$ cat config.mk
export PLATFORM = sky130hd
export DESIGN_NAME = csa_sum_tree
export DESIGN_NICKNAME = d
export VERILOG_FILES = /design/src/rtl/csa_tree_pkg.sv /design/src/rtl/csa_row.sv /design/src/rtl/carry_prop_adder.sv /design/src/rtl/csa_reduce.sv /design/src/rtl/csa_sum_tree.sv
export SDC_FILE = /design/constraint.sdc
export NUM_CORES = 1
export LEC_CHECK = 0
export CORE_MARGIN = 2
export CORE_UTILIZATION = 46
export CTS_BUF_LIST = sky130_fd_sc_hd__clkbuf_4
export CTS_CLUSTER_SIZE = 25
export DETAILED_ROUTE_END_ITERATION = 12
export GPL_ROUTABILITY_DRIVEN = 0
export PLACE_DENSITY = 0.84
export SETUP_SLACK_MARGIN = 0.4
export SYNTH_ARGS = -nofsm -noshare
export SYNTH_HDL_FRONTEND = slang
export SYNTH_HIERARCHICAL = 1
export SYNTH_SLANG_ARGS = --single-unit
$ cat constraint.sdc
create_clock -name clk -period 8.2 [get_ports clk]
set_clock_uncertainty 0.2 [all_clocks]
set_input_delay 1.23 -clock clk [delete_from_list [all_inputs] [get_ports clk]]
set_output_delay 1.23 -clock clk [all_outputs]
set_load 0.03 [all_outputs]
$ cat src/rtl/csa_tree_pkg.sv
package csa_tree_pkg;

  // Largest row count that h carry-save levels can bring down to two rows.
  function automatic int max_rows(input int h);
    int m;
    m = 2;
    for (int i = 0; i < h; i++) m = (3 * m) / 2;
    return m;
  endfunction

  // Number of levels needed for n rows.
  function automatic int tree_levels(input int n);
    int h;
    h = 0;
    for (int i = 0; i < 16; i++)
      if (max_rows(i) < n) h = i + 1;
    return h;
  endfunction

  // Carry-save rows placed at level lvl under the chosen schedule.
  function automatic int csa_count(input int n, input int lvl, input int defer);
    int r, g, hs;
    r  = n;
    g  = 0;
    hs = tree_levels(n);
    for (int l = 0; l <= lvl; l++) begin
      if (defer != 0) begin
        g = r - max_rows(hs - l - 1);
        if (g < 0) g = 0;
        if (g > r / 3) g = r / 3;
      end else begin
        g = r / 3;
      end
      if (l < lvl) r = r - g;
    end
    return g;
  endfunction

  // Rows entering level lvl.
  function automatic int rows_in(input int n, input int lvl, input int defer);
    int r;
    r = n;
    for (int l = 0; l < lvl; l++) r = r - csa_count(n, l, defer);
    return r;
  endfunction

endpackage

$ cat src/rtl/csa_row.sv
module csa_row #(
  parameter int W = 8
) (
  input  logic [W-1:0] x,
  input  logic [W-1:0] y,
  input  logic [W-1:0] z,
  output logic [W-1:0] s,
  output logic [W-1:0] c
);
  logic [W-1:0] maj;

  always_comb begin
    for (int b = 0; b < W; b++) begin
      s[b]   = x[b] ^ y[b] ^ z[b];
      maj[b] = (x[b] & y[b]) | (x[b] & z[b]) | (y[b] & z[b]);
    end
  end

  // Carry row is weighted one place up; the top carry cannot be set inside a
  // tree whose width already covers the whole total.
  assign c = {maj[W-2:0], 1'b0};

  always_comb begin
    assert_csa_identity_R5: assert (({2'b00, x} + {2'b00, y} + {2'b00, z}) ==
                                    ({2'b00, s} + {1'b0, maj, 1'b0}))
      else $error("carry-save identity broken");
  end
endmodule

$ cat src/rtl/carry_prop_adder.sv
module carry_prop_adder #(
  parameter int W = 8
) (
  input  logic [W-1:0] a,
  input  logic [W-1:0] b,
  output logic [W-1:0] y
);
  logic [W:0] cy;

  assign cy[0] = 1'b0;

  for (genvar i = 0; i < W; i++) begin : g_bit
    assign y[i]    = a[i] ^ b[i] ^ cy[i];
    assign cy[i+1] = (a[i] & b[i]) | (cy[i] & (a[i] ^ b[i]));
  end

  always_comb begin
    assert_cpa_exact_R1: assert (y == W'(a + b))
      else $error("ripple adder result wrong");
  end
endmodule

$ cat src/rtl/csa_reduce.sv
module csa_reduce
  import csa_tree_pkg::*;
#(
  parameter int N     = 7,
  parameter int W     = 11,
  parameter int DEFER = 0
) (
  input  logic [N*W-1:0] rows_flat,
  output logic [W-1:0]   row_a,
  output logic [W-1:0]   row_b
);
  localparam int LEVELS = tree_levels(N);

  for (genvar l = 0; l < LEVELS; l++) begin : g_lvl
    localparam int R = rows_in(N, l, DEFER);
    localparam int G = csa_count(N, l, DEFER);

    logic [W-1:0] cur [N];
    logic [W-1:0] nxt [N];

    if (l == 0) begin : g_src
      for (genvar i = 0; i < N; i++) begin : g_unpack
        assign cur[i] = rows_flat[i*W +: W];
      end
    end else begin : g_chain
      for (genvar i = 0; i < N; i++) begin : g_link
        assign cur[i] = g_lvl[l-1].nxt[i];
      end
    end

    for (genvar j = 0; j < N; j++) begin : g_slot
      if (j < G) begin : g_csa
        csa_row #(.W(W)) u_row (
          .x(cur[3*j]),
          .y(cur[3*j+1]),
          .z(cur[3*j+2]),
          .s(nxt[2*j]),
          .c(nxt[2*j+1])
        );
      end
      if (j >= 2*G && j < R - G) begin : g_pass
        assign nxt[j] = cur[j+G];
      end else if (j >= R - G) begin : g_idle
        assign nxt[j] = '0;
      end
    end
  end

  assign row_a = g_lvl[LEVELS-1].nxt[0];
  assign row_b = g_lvl[LEVELS-1].nxt[1];
endmodule

$ cat src/rtl/csa_sum_tree.sv
module csa_sum_tree
  import csa_tree_pkg::*;
#(
  parameter int N          = 7,
  parameter int K          = 8,
  parameter int DEFER_MODE = 0,
  localparam int SW        = K + $clog2(N)
) (
  input  logic            clk,
  input  logic            rst,
  input  logic            in_valid,
  input  logic [N*K-1:0]  operands,
  output logic            out_valid,
  output logic [SW-1:0]   sum
);
  if (N < 3 || N > 19) begin : g_bad_n
    $error("N must lie in 3..19");
  end

  logic [N*SW-1:0] wide_rows;
  logic [SW-1:0]   red_a, red_b, total;

  for (genvar i = 0; i < N; i++) begin : g_widen
    assign wide_rows[i*SW +: SW] = {{(SW-K){1'b0}}, operands[i*K +: K]};
  end

  csa_reduce #(.N(N), .W(SW), .DEFER(DEFER_MODE)) u_reduce (
    .rows_flat(wide_rows),
    .row_a(red_a),
    .row_b(red_b)
  );

  carry_prop_adder #(.W(SW)) u_cpa (
    .a(red_a),
    .b(red_b),
    .y(total)
  );

  always_ff @(posedge clk) begin
    if (rst) begin
      out_valid <= 1'b0;
      sum       <= '0;
    end else begin
      out_valid <= in_valid;
      if (in_valid) sum <= total;
    end
  end

  // Behavioural total, used only by the checks below.
  logic [SW-1:0] ref_total;
  always_comb begin
    ref_total = '0;
    for (int i = 0; i < N; i++) ref_total = ref_total + SW'(operands[i*K +: K]);
  end

  assert_sum_exact_R1: assert property (@(posedge clk) disable iff (rst)
    in_valid |=> (sum == $past(ref_total)))
    else $error("registered sum differs from operand total");

  assert_valid_rise_R2: assert property (@(posedge clk) disable iff (rst)
    in_valid |=> out_valid)
    else $error("out_valid missing after in_valid");

  assert_valid_idle_R2: assert property (@(posedge clk) disable iff (rst)
    !in_valid |=> !out_valid)
    else $error("out_valid without in_valid");

  assert_sum_hold_R4: assert property (@(posedge clk) disable iff (rst)
    !in_valid |=> $stable(sum))
    else $error("sum changed without in_valid");
endmodule

== After elaboration in Yosys (flattened, before gate mapping) ==
Index checks and enable logic that the tools add are counted.
Widths: inputs -> output; s select.

* Bitwise operators: 309

{| class="wikitable"
|+ Operators with widths
! operator !! number
|-
| $and 1x1->1 || 132
|-
| $xor 1x1->1 || 95
|-
| $or 1x1->1 || 82
|}

* Output and inout port bits: 12
* Bits in registers: 12

== Longest topological paths before layout ==
Gate-level depths: netlist of run 1.

* Depth after elaboration: 27
* Gate-level depth with buffers: 19
* Depth with buffers taken out: 19

== By module ==
Netlist of run 1, hierarchy kept.

{| class="wikitable"
|+ By module, submodules not included
! module !! sequential area each (um^2) !! instances !! area an instance (um^2) !! cells an instance
|-
| csa_row || 0.0 || 5 || 235.2 || 13
|-
| csa_sum_tree || 240.2 || 1 || 417.9 || 38
|-
| carry_prop_adder || 0.0 || 1 || 235.2 || 16
|}

== Worst setup path before layout of run 1 ==
OpenSTA, ideal clock, no wires.

* Path type: input-to-reg
* From: input operands[33]
* To: register sum[10]
* Setup slack: 1132 ps
* Data required time: 7883 ps
* Arrival time: 6751 ps
* Buffers on the path: 0
* Stages on the path: 18
* Path through: fa_1 > fa_1 > fa_1 > fa_1 > inv_1 > fa_1 > inv_1 > fa_1 > fa_1 > fa_1 > fa_1 > fa_1 > fa_1 > fa_1 > fa_1 > xor3_1 > mux2i_1 > nor2_1

{| class="wikitable"
|+ RTL lines
! item !! line !! text
|-
| start: declaration || csa_sum_tree.sv:12 || <nowiki>input logic [N*K-1:0] operands,</nowiki>
|-
| end signal: assignment || csa_sum_tree.sv:45 || <nowiki>if (in_valid) sum <= total;</nowiki>
|-
| end: declaration || csa_sum_tree.sv:14 || <nowiki>output logic [SW-1:0] sum</nowiki>
|}

==> results.sh, run 1 <==
export IMPL_status="finished, final reports clean"
export IMPL_fin_crit_sh=0.919
export IMPL_finalHoldViolations=0
export IMPL_die_y_um=67.1
export IMPL_vias_per_cell=4.53
export IMPL_fin_nets=326
export IMPL_place_hpwl_um=3200
export IMPL_synth_cell_types=12
export IMPL_relSlewSlack=0.566
export IMPL_powerDensity_nw_per_um2=259
export IMPL_crit_path_start_kind="primary input"
export IMPL_yosys_warnings=6
export IMPL_wl_um=3290
export IMPL_r2r_setup_slack_ns=7.35
export IMPL_area_delta_synth_final_pct=44.2
export IMPL_holdBufCountCts=0
export IMPL_coreArea_um2=3740
export IMPL_die_w_um=67.1
export IMPL_synth_area_leader_cell="fa_1"
export IMPL_crit_arrival_ns=7.48
export IMPL_cts_resized=0
export IMPL_rsz0062_at_grt="no"
export IMPL_hold_class="flop to flop"
export IMPL_setup_viol=0
export IMPL_cts_sinks=12
export IMPL_rows=22
export IMPL_io_pins=71
export IMPL_overflow=0
export IMPL_netlist_area_um2=1830
export IMPL_wl_per_cell_um=13.0
export IMPL_tightest_slew_ns=0.650
export IMPL_ir_worst_vdd_uv=150
export IMPL_final_setup_tns_ns=0
export IMPL_cts_tree="built"
export IMPL_clk_path_buf_depth=2
export IMPL_die_area_um2=4500
export IMPL_clk_insertion_delay_late_ns=0.26
export IMPL_worstPathRequired_ns=8.14
export IMPL_holdWs_ns=0.302
export IMPL_ys_ff_latch=12
export IMPL_vias=1150
export IMPL_fin_crit_ns=7.53
export IMPL_dr_first_iter_drc_count=16
export IMPL_cts_root_buf="clkbuf_4"
export IMPL_synth_top_area_frac=0.646
export IMPL_avgSynthCellArea_um2=15.4
export IMPL_fmax_ghz=0.133
export IMPL_drc=0
export IMPL_port_buffers=70
export IMPL_cap_violations=0
export IMPL_power_w=0.000683
export IMPL_grt_max_degree=13
export IMPL_htreeDepth=1
export IMPL_p_leak_nw=1.12
export IMPL_dr_pass1_iters=2
export IMPL_final_layout_size_suffix_gt1_frac=0.0146
export IMPL_grt_total_usage=0.164
export IMPL_initial_core_util=0.489
export IMPL_ant_nets=0
export IMPL_cts_clk_slew_worst_paths_ns=0.07
export IMPL_synth_seq_area_share=0.131
export IMPL_cts_buffers=3
export IMPL_grt_pass1_vias=1318
export IMPL_diodes=0
export IMPL_antenna_found_initial=0
export IMPL_grt_pass1_wl_um=5420
export IMPL_path_class="primary input to flop"
export IMPL_crit_fanout=1
export IMPL_end_kind="flop"
export IMPL_drv_slew=0
export IMPL_synth_cells=119
export IMPL_cts_setup_buffers=0
export IMPL_synthTopCellsByArea="fa_1 65%, dfxtp_1 13%, xor3_1 7.8%, mux2i_1 6.0%, nor2_1 2.3%"
==> final cells by class <==
type | count | area, um^2
Clock buffer | 3 | 22.5
Clock inverter | 1 | 3.75
Fill cell | 274 | 1110
Inverter | 5 | 18.8
Multi-Input combinational cell | 115 | 1590
Sequential cell | 12 | 240
Tap cell | 48 | 60.1
Timing Repair Buffer | 70 | 701
==> cells by family (layout without fill, tap and decap cells) <==
logic type               Yosys count  count (layout)  synth area share
adder cells (fa/ha/maj)           60              60             0.653
AND/OR/NAND/NOR                   12              12            0.0260
other                              6              26            0.0123
buffers and inverters             12              79            0.0397
flip-flops                        12              12             0.131
XOR/XNOR                           6               6            0.0780
multiplexers                      11              11            0.0602
==> worst max-delay path, stage by stage <==
cell	delay [ns]
clkdlybuf4s50_1	0.44
fa_1	0.57
fa_1	0.45
fa_1	0.52
fa_1	0.43
inv_1	0.09
fa_1	0.16
inv_1	0.05
fa_1	0.39
fa_1	0.40
fa_1	0.39
fa_1	0.38
fa_1	0.39
fa_1	0.41
fa_1	0.39
fa_1	0.39
xor3_1	0.20
mux2i_1	0.13
nor2_1	0.06
==> state kept, by name, summed over array words and instances, names as in the netlist <==
name       cells
sum           11
out_valid      1
==> Yosys cell counts <==
cell     instances
buf_6            1
dfxtp_1         12
ha_1             1
conb_1           6
nor2_1          11
xor3_1           6
inv_1            5
nor2b_1          1
buf_4            5
fa_1            59
buf_2            1
mux2i_1         11
==> placed cells by master (no fill, tap or decap), drive strengths merged <==
| cell | netlist | layout |
|---|---|---|
| clkbuf | 0 | 3 |
| mux2i | 11 | 11 |
| fa | 59 | 59 |
| conb | 6 | 26 |
| clkinv | 0 | 1 |
| ha | 1 | 1 |
| dfxtp | 12 | 12 |
| xor3 | 6 | 6 |
| inv | 5 | 5 |
| nor2b | 1 | 1 |
| clkdlybuf4s50 | 0 | 70 |
| nor2 | 11 | 11 |
==> layer usage <==
metal,track usage,part of all wire,vias up
met2,0.312,0.58,46
li1,-,-,505
met4,0.0459,0.0067,0
met1,0.185,0.32,597
met3,0.0304,0.089,2
met5,0,0,-
==> per-stage QoR <==
stage	std cells	util	worst slack (ns)	instance area [um^2]
after floorplan	139	-	1.13	1900
after global placement	250	0.698	0.563	2610
after detailed placement	250	0.698	0.356	2610
after CTS	254	0.705	0.619	2640
after global routing	254	0.705	0.463	2640
final	254	0.705	0.667	2640
==> path summary, 6_finish.rpt <==
kind                          end  cells after the start                start
max          sum[10]$_SDFFE_PP0P_                     19         operands[33]
min           sum[8]$_SDFFE_PP0P_                      2  sum[8]$_SDFFE_PP0P_
max reg2reg   sum[7]$_SDFFE_PP0P_                      2  sum[7]$_SDFFE_PP0P_
min reg2reg   sum[8]$_SDFFE_PP0P_                      2  sum[8]$_SDFFE_PP0P_
==> where the power goes <==
group / switching [W] / total [W] / leakage [nW] / internal, W
Sequential: 0.00000942 / 0.0000877 / 0.0992 / 0.0000783
Combinational: 0.000264 / 0.000559 / 1.01 / 0.000295
Clock: 0.0000180 / 0.0000356 / 0.0154 / 0.0000176
Total: 0.000291 / 0.000683 / 1.12 / 0.000391
Note: power is estimated with default switching activity, not from simulation.
==> run 2, diff against run 1 <==
--- a/config.mk
+++ b/config.mk
@@ -5,7 +5,6 @@
 export SDC_FILE = /design/constraint.sdc
 export NUM_CORES = 1
 export LEC_CHECK = 0
-export CORE_MARGIN = 2
 export CORE_UTILIZATION = 46
 export CTS_BUF_LIST = sky130_fd_sc_hd__clkbuf_4
 export CTS_CLUSTER_SIZE = 25
@@ -13,6 +12,7 @@
 export GPL_ROUTABILITY_DRIVEN = 0
 export PLACE_DENSITY = 0.84
 export SETUP_SLACK_MARGIN = 0.4
+export SLEW_MARGIN = 20
 export SYNTH_ARGS = -nofsm -noshare
 export SYNTH_HDL_FRONTEND = slang
 export SYNTH_HIERARCHICAL = 1
==> run 2 against run 1 <==
  * Via count is essentially flat
  * Sequential share of layout area is essentially flat
  * Clock-buffer cell count is the same
  * Wire length grew 0.55%
  * Flip-flop and latch count is the same
  * Setup slack gained 0.023 ns
  * Highest routed layer unchanged
==> results.sh, run 2 (synthesis gave the netlist of run 1 again) <==
export IMPL_io_pins=71
export IMPL_rows=22
export IMPL_rsz0062_at_grt="no"
export IMPL_end_kind="flop"
export IMPL_largest_register_ffs=11
export IMPL_clk_insertion_delay_late_ns=0.26
export IMPL_crit_path_start_kind="primary input"
export IMPL_dr_first_iter_drc_count=10
export IMPL_place_inst=250
export IMPL_die_y_um=65.1
export IMPL_layout_commonest_cell="clkdlybuf4s50_1"
export IMPL_initial_core_util=0.489
export IMPL_antenna_found_initial=0
export IMPL_wl_per_cell_um=13.1
export IMPL_port_buffers=70
export IMPL_coreArea_um2=3740
export IMPL_dr_pass1_iters=3
export IMPL_critPathMostFrequentCell="fa_1"
export IMPL_fin_crit_ns=7.51
export IMPL_htreeDepth=1
export IMPL_top_register="sum"
export IMPL_cts_tree="built"
export IMPL_setup_viol=0
export IMPL_holdBufCountCts=0
export IMPL_die_area_um2=4230
export IMPL_drv_slew=0
export IMPL_final_cell_mix="70 x clkdlybuf4s50_1, 59 x fa_1, 26 x conb_1, 12 x dfxtp_1"
export IMPL_relSlewSlack=0.561
export IMPL_ant_nets=0
export IMPL_finalHoldViolations=0
export IMPL_tightest_slew_ns=0.656
export IMPL_diodes=0
export IMPL_clkPwrFrac=0.049
export IMPL_drc=0
export IMPL_cts_buffers=3
export IMPL_path_class="primary input to flop"
export IMPL_powerDensity_nw_per_um2=260
export IMPL_area_delta_synth_final_pct=44.0
export IMPL_fin_util=0.704
export IMPL_die_w_um=65.1
export IMPL_vias_per_cell=4.54
export IMPL_final_cells=253
export IMPL_final_layout_size_suffix_gt1_frac=0.0146
export IMPL_grt_pass1_vias=1372
export IMPL_fillCellCount=274
export IMPL_worst_path_largest_cell_delay_ns=0.58
export IMPL_comb_power_share=0.824
export IMPL_top_regs="sum: 11 flops, out_valid: 1 flops"
export IMPL_ir_worst_vdd_uv=132
export IMPL_fin_crit_sh=0.916
export IMPL_cts_root_buf="clkbuf_4"
export IMPL_worstPathRequired_ns=8.14
export IMPL_p_sw_frac=0.426
export IMPL_final_setup_tns_ns=0
export IMPL_crit_fanout=1
export IMPL_clk_path_buf_depth=2
export IMPL_cts_setup_buffers=0
export IMPL_grt_max_degree=13
export IMPL_vias=1149
export IMPL_p_sw_w=0.000292
export IMPL_cts_sinks=12
export IMPL_fin_nets=326
export IMPL_crit_path_top_delay_cell="fa_1"
export IMPL_cts_resized=0
export IMPL_cap_violations=0
export IMPL_p_seq_frac=0.127
export IMPL_place_hpwl_um=3230
export IMPL_overflow=0
export IMPL_grt_total_usage=0.185
export IMPL_grt_pass1_wl_um=5690
export IMPL_cts_clk_slew_worst_paths_ns=0.06
export IMPL_path_cells="clkdlybuf4s50_1, fa_1, fa_1, fa_1, fa_1, inv_1, fa_1, inv_1, fa_1, fa_1, fa_1, fa_1, fa_1, fa_1, fa_1, fa_1, xor3_1, mux2i_1, nor2_1"
export IMPL_power_internal_w=0.000394
export IMPL_status="finished, final reports clean"
export IMPL_hold_class="flop to flop"
export IMPL_p_leak_nw=1.12
export IMPL_wl_um=3310
export IMPL_crit_arrival_ns=7.45
export IMPL_fmax_ghz=0.133
run 2: cell count changes in the layout (fill, tap and decap cells not counted), sizes merged:
cell    before  now
clkinv       1    0
run 2: per-stage QoR:
stage	cell area [um^2]	worst slack [ns]	hold slack [ns]	power, W
final	2630	0.690	0.292	0.000686
after global routing	2630	0.455	0.328	0.000769
after CTS	2630	0.675	0.300	0.000696
after detailed placement	2610	0.379	0.284	0.000662
after global placement	2610	0.561	0.277	0.000626
after floorplan	1900	1.13	0.430	0.000492
run 2: path summary, 6_finish.rpt:
| check | start | end | slack (ns) | cells after the start |
|---|---|---|---|---|
| worst max-delay path | operands[33] | sum[10]$_SDFFE_PP0P_ | 0.69 | 19 |
| worst min-delay path | sum[5]$_SDFFE_PP0P_ | sum[5]$_SDFFE_PP0P_ | 0.29 | 2 |
| worst max register to register | sum[7]$_SDFFE_PP0P_ | sum[7]$_SDFFE_PP0P_ | 7.37 | 2 |
| worst min register to register | sum[5]$_SDFFE_PP0P_ | sum[5]$_SDFFE_PP0P_ | 0.29 | 2 |
run 2: final cells by class:
cell class | count | area [um^2] | area share
clock buffer | 3 | 22.5 | 0.00855
inverter | 5 | 18.8 | 0.00713
multi-input combinational | 115 | 1590 | 0.604
sequential | 12 | 240 | 0.0912
tap | 48 | 60.1 | 0.0228
timing repair buffer | 70 | 701 | 0.266
run 2: power by group through the flow:
| stage | logic, W | clock network, W | registers, W |
|---|---|---|---|
| 6_report | 0.000565 | 0.0000334 | 0.0000872 |
| 2_1_floorplan | 0.000371 | 0 | 0.000121 |
| 4_1_cts | 0.000573 | 0.0000350 | 0.0000876 |
| 3_5_place_dp | 0.000573 | 0 | 0.0000885 |
| 3_3_place_gp | 0.000538 | 0 | 0.0000874 |
| 5_1_grt | 0.000643 | 0.0000369 | 0.0000893 |
run 2: routing by layer:
layer | share of wire | GRT usage | up-vias
met3 | 0.083 | 0.0528 | 4
met4 | 0.016 | 0.0435 | 0
met5 | 0 | 0 | -
li1 | - | - | 503
met2 | 0.61 | 0.374 | 50
met1 | 0.30 | 0.178 | 592
run 2: critical path: cells and delay by family:
kind	cells	cell delay, ns
xor gates and xnor gates	1	0.19
adders and majority gates	13	5.27
and+or+nand+nor	1	0.05
muxes	1	0.14
buffers and inverters	3	0.57
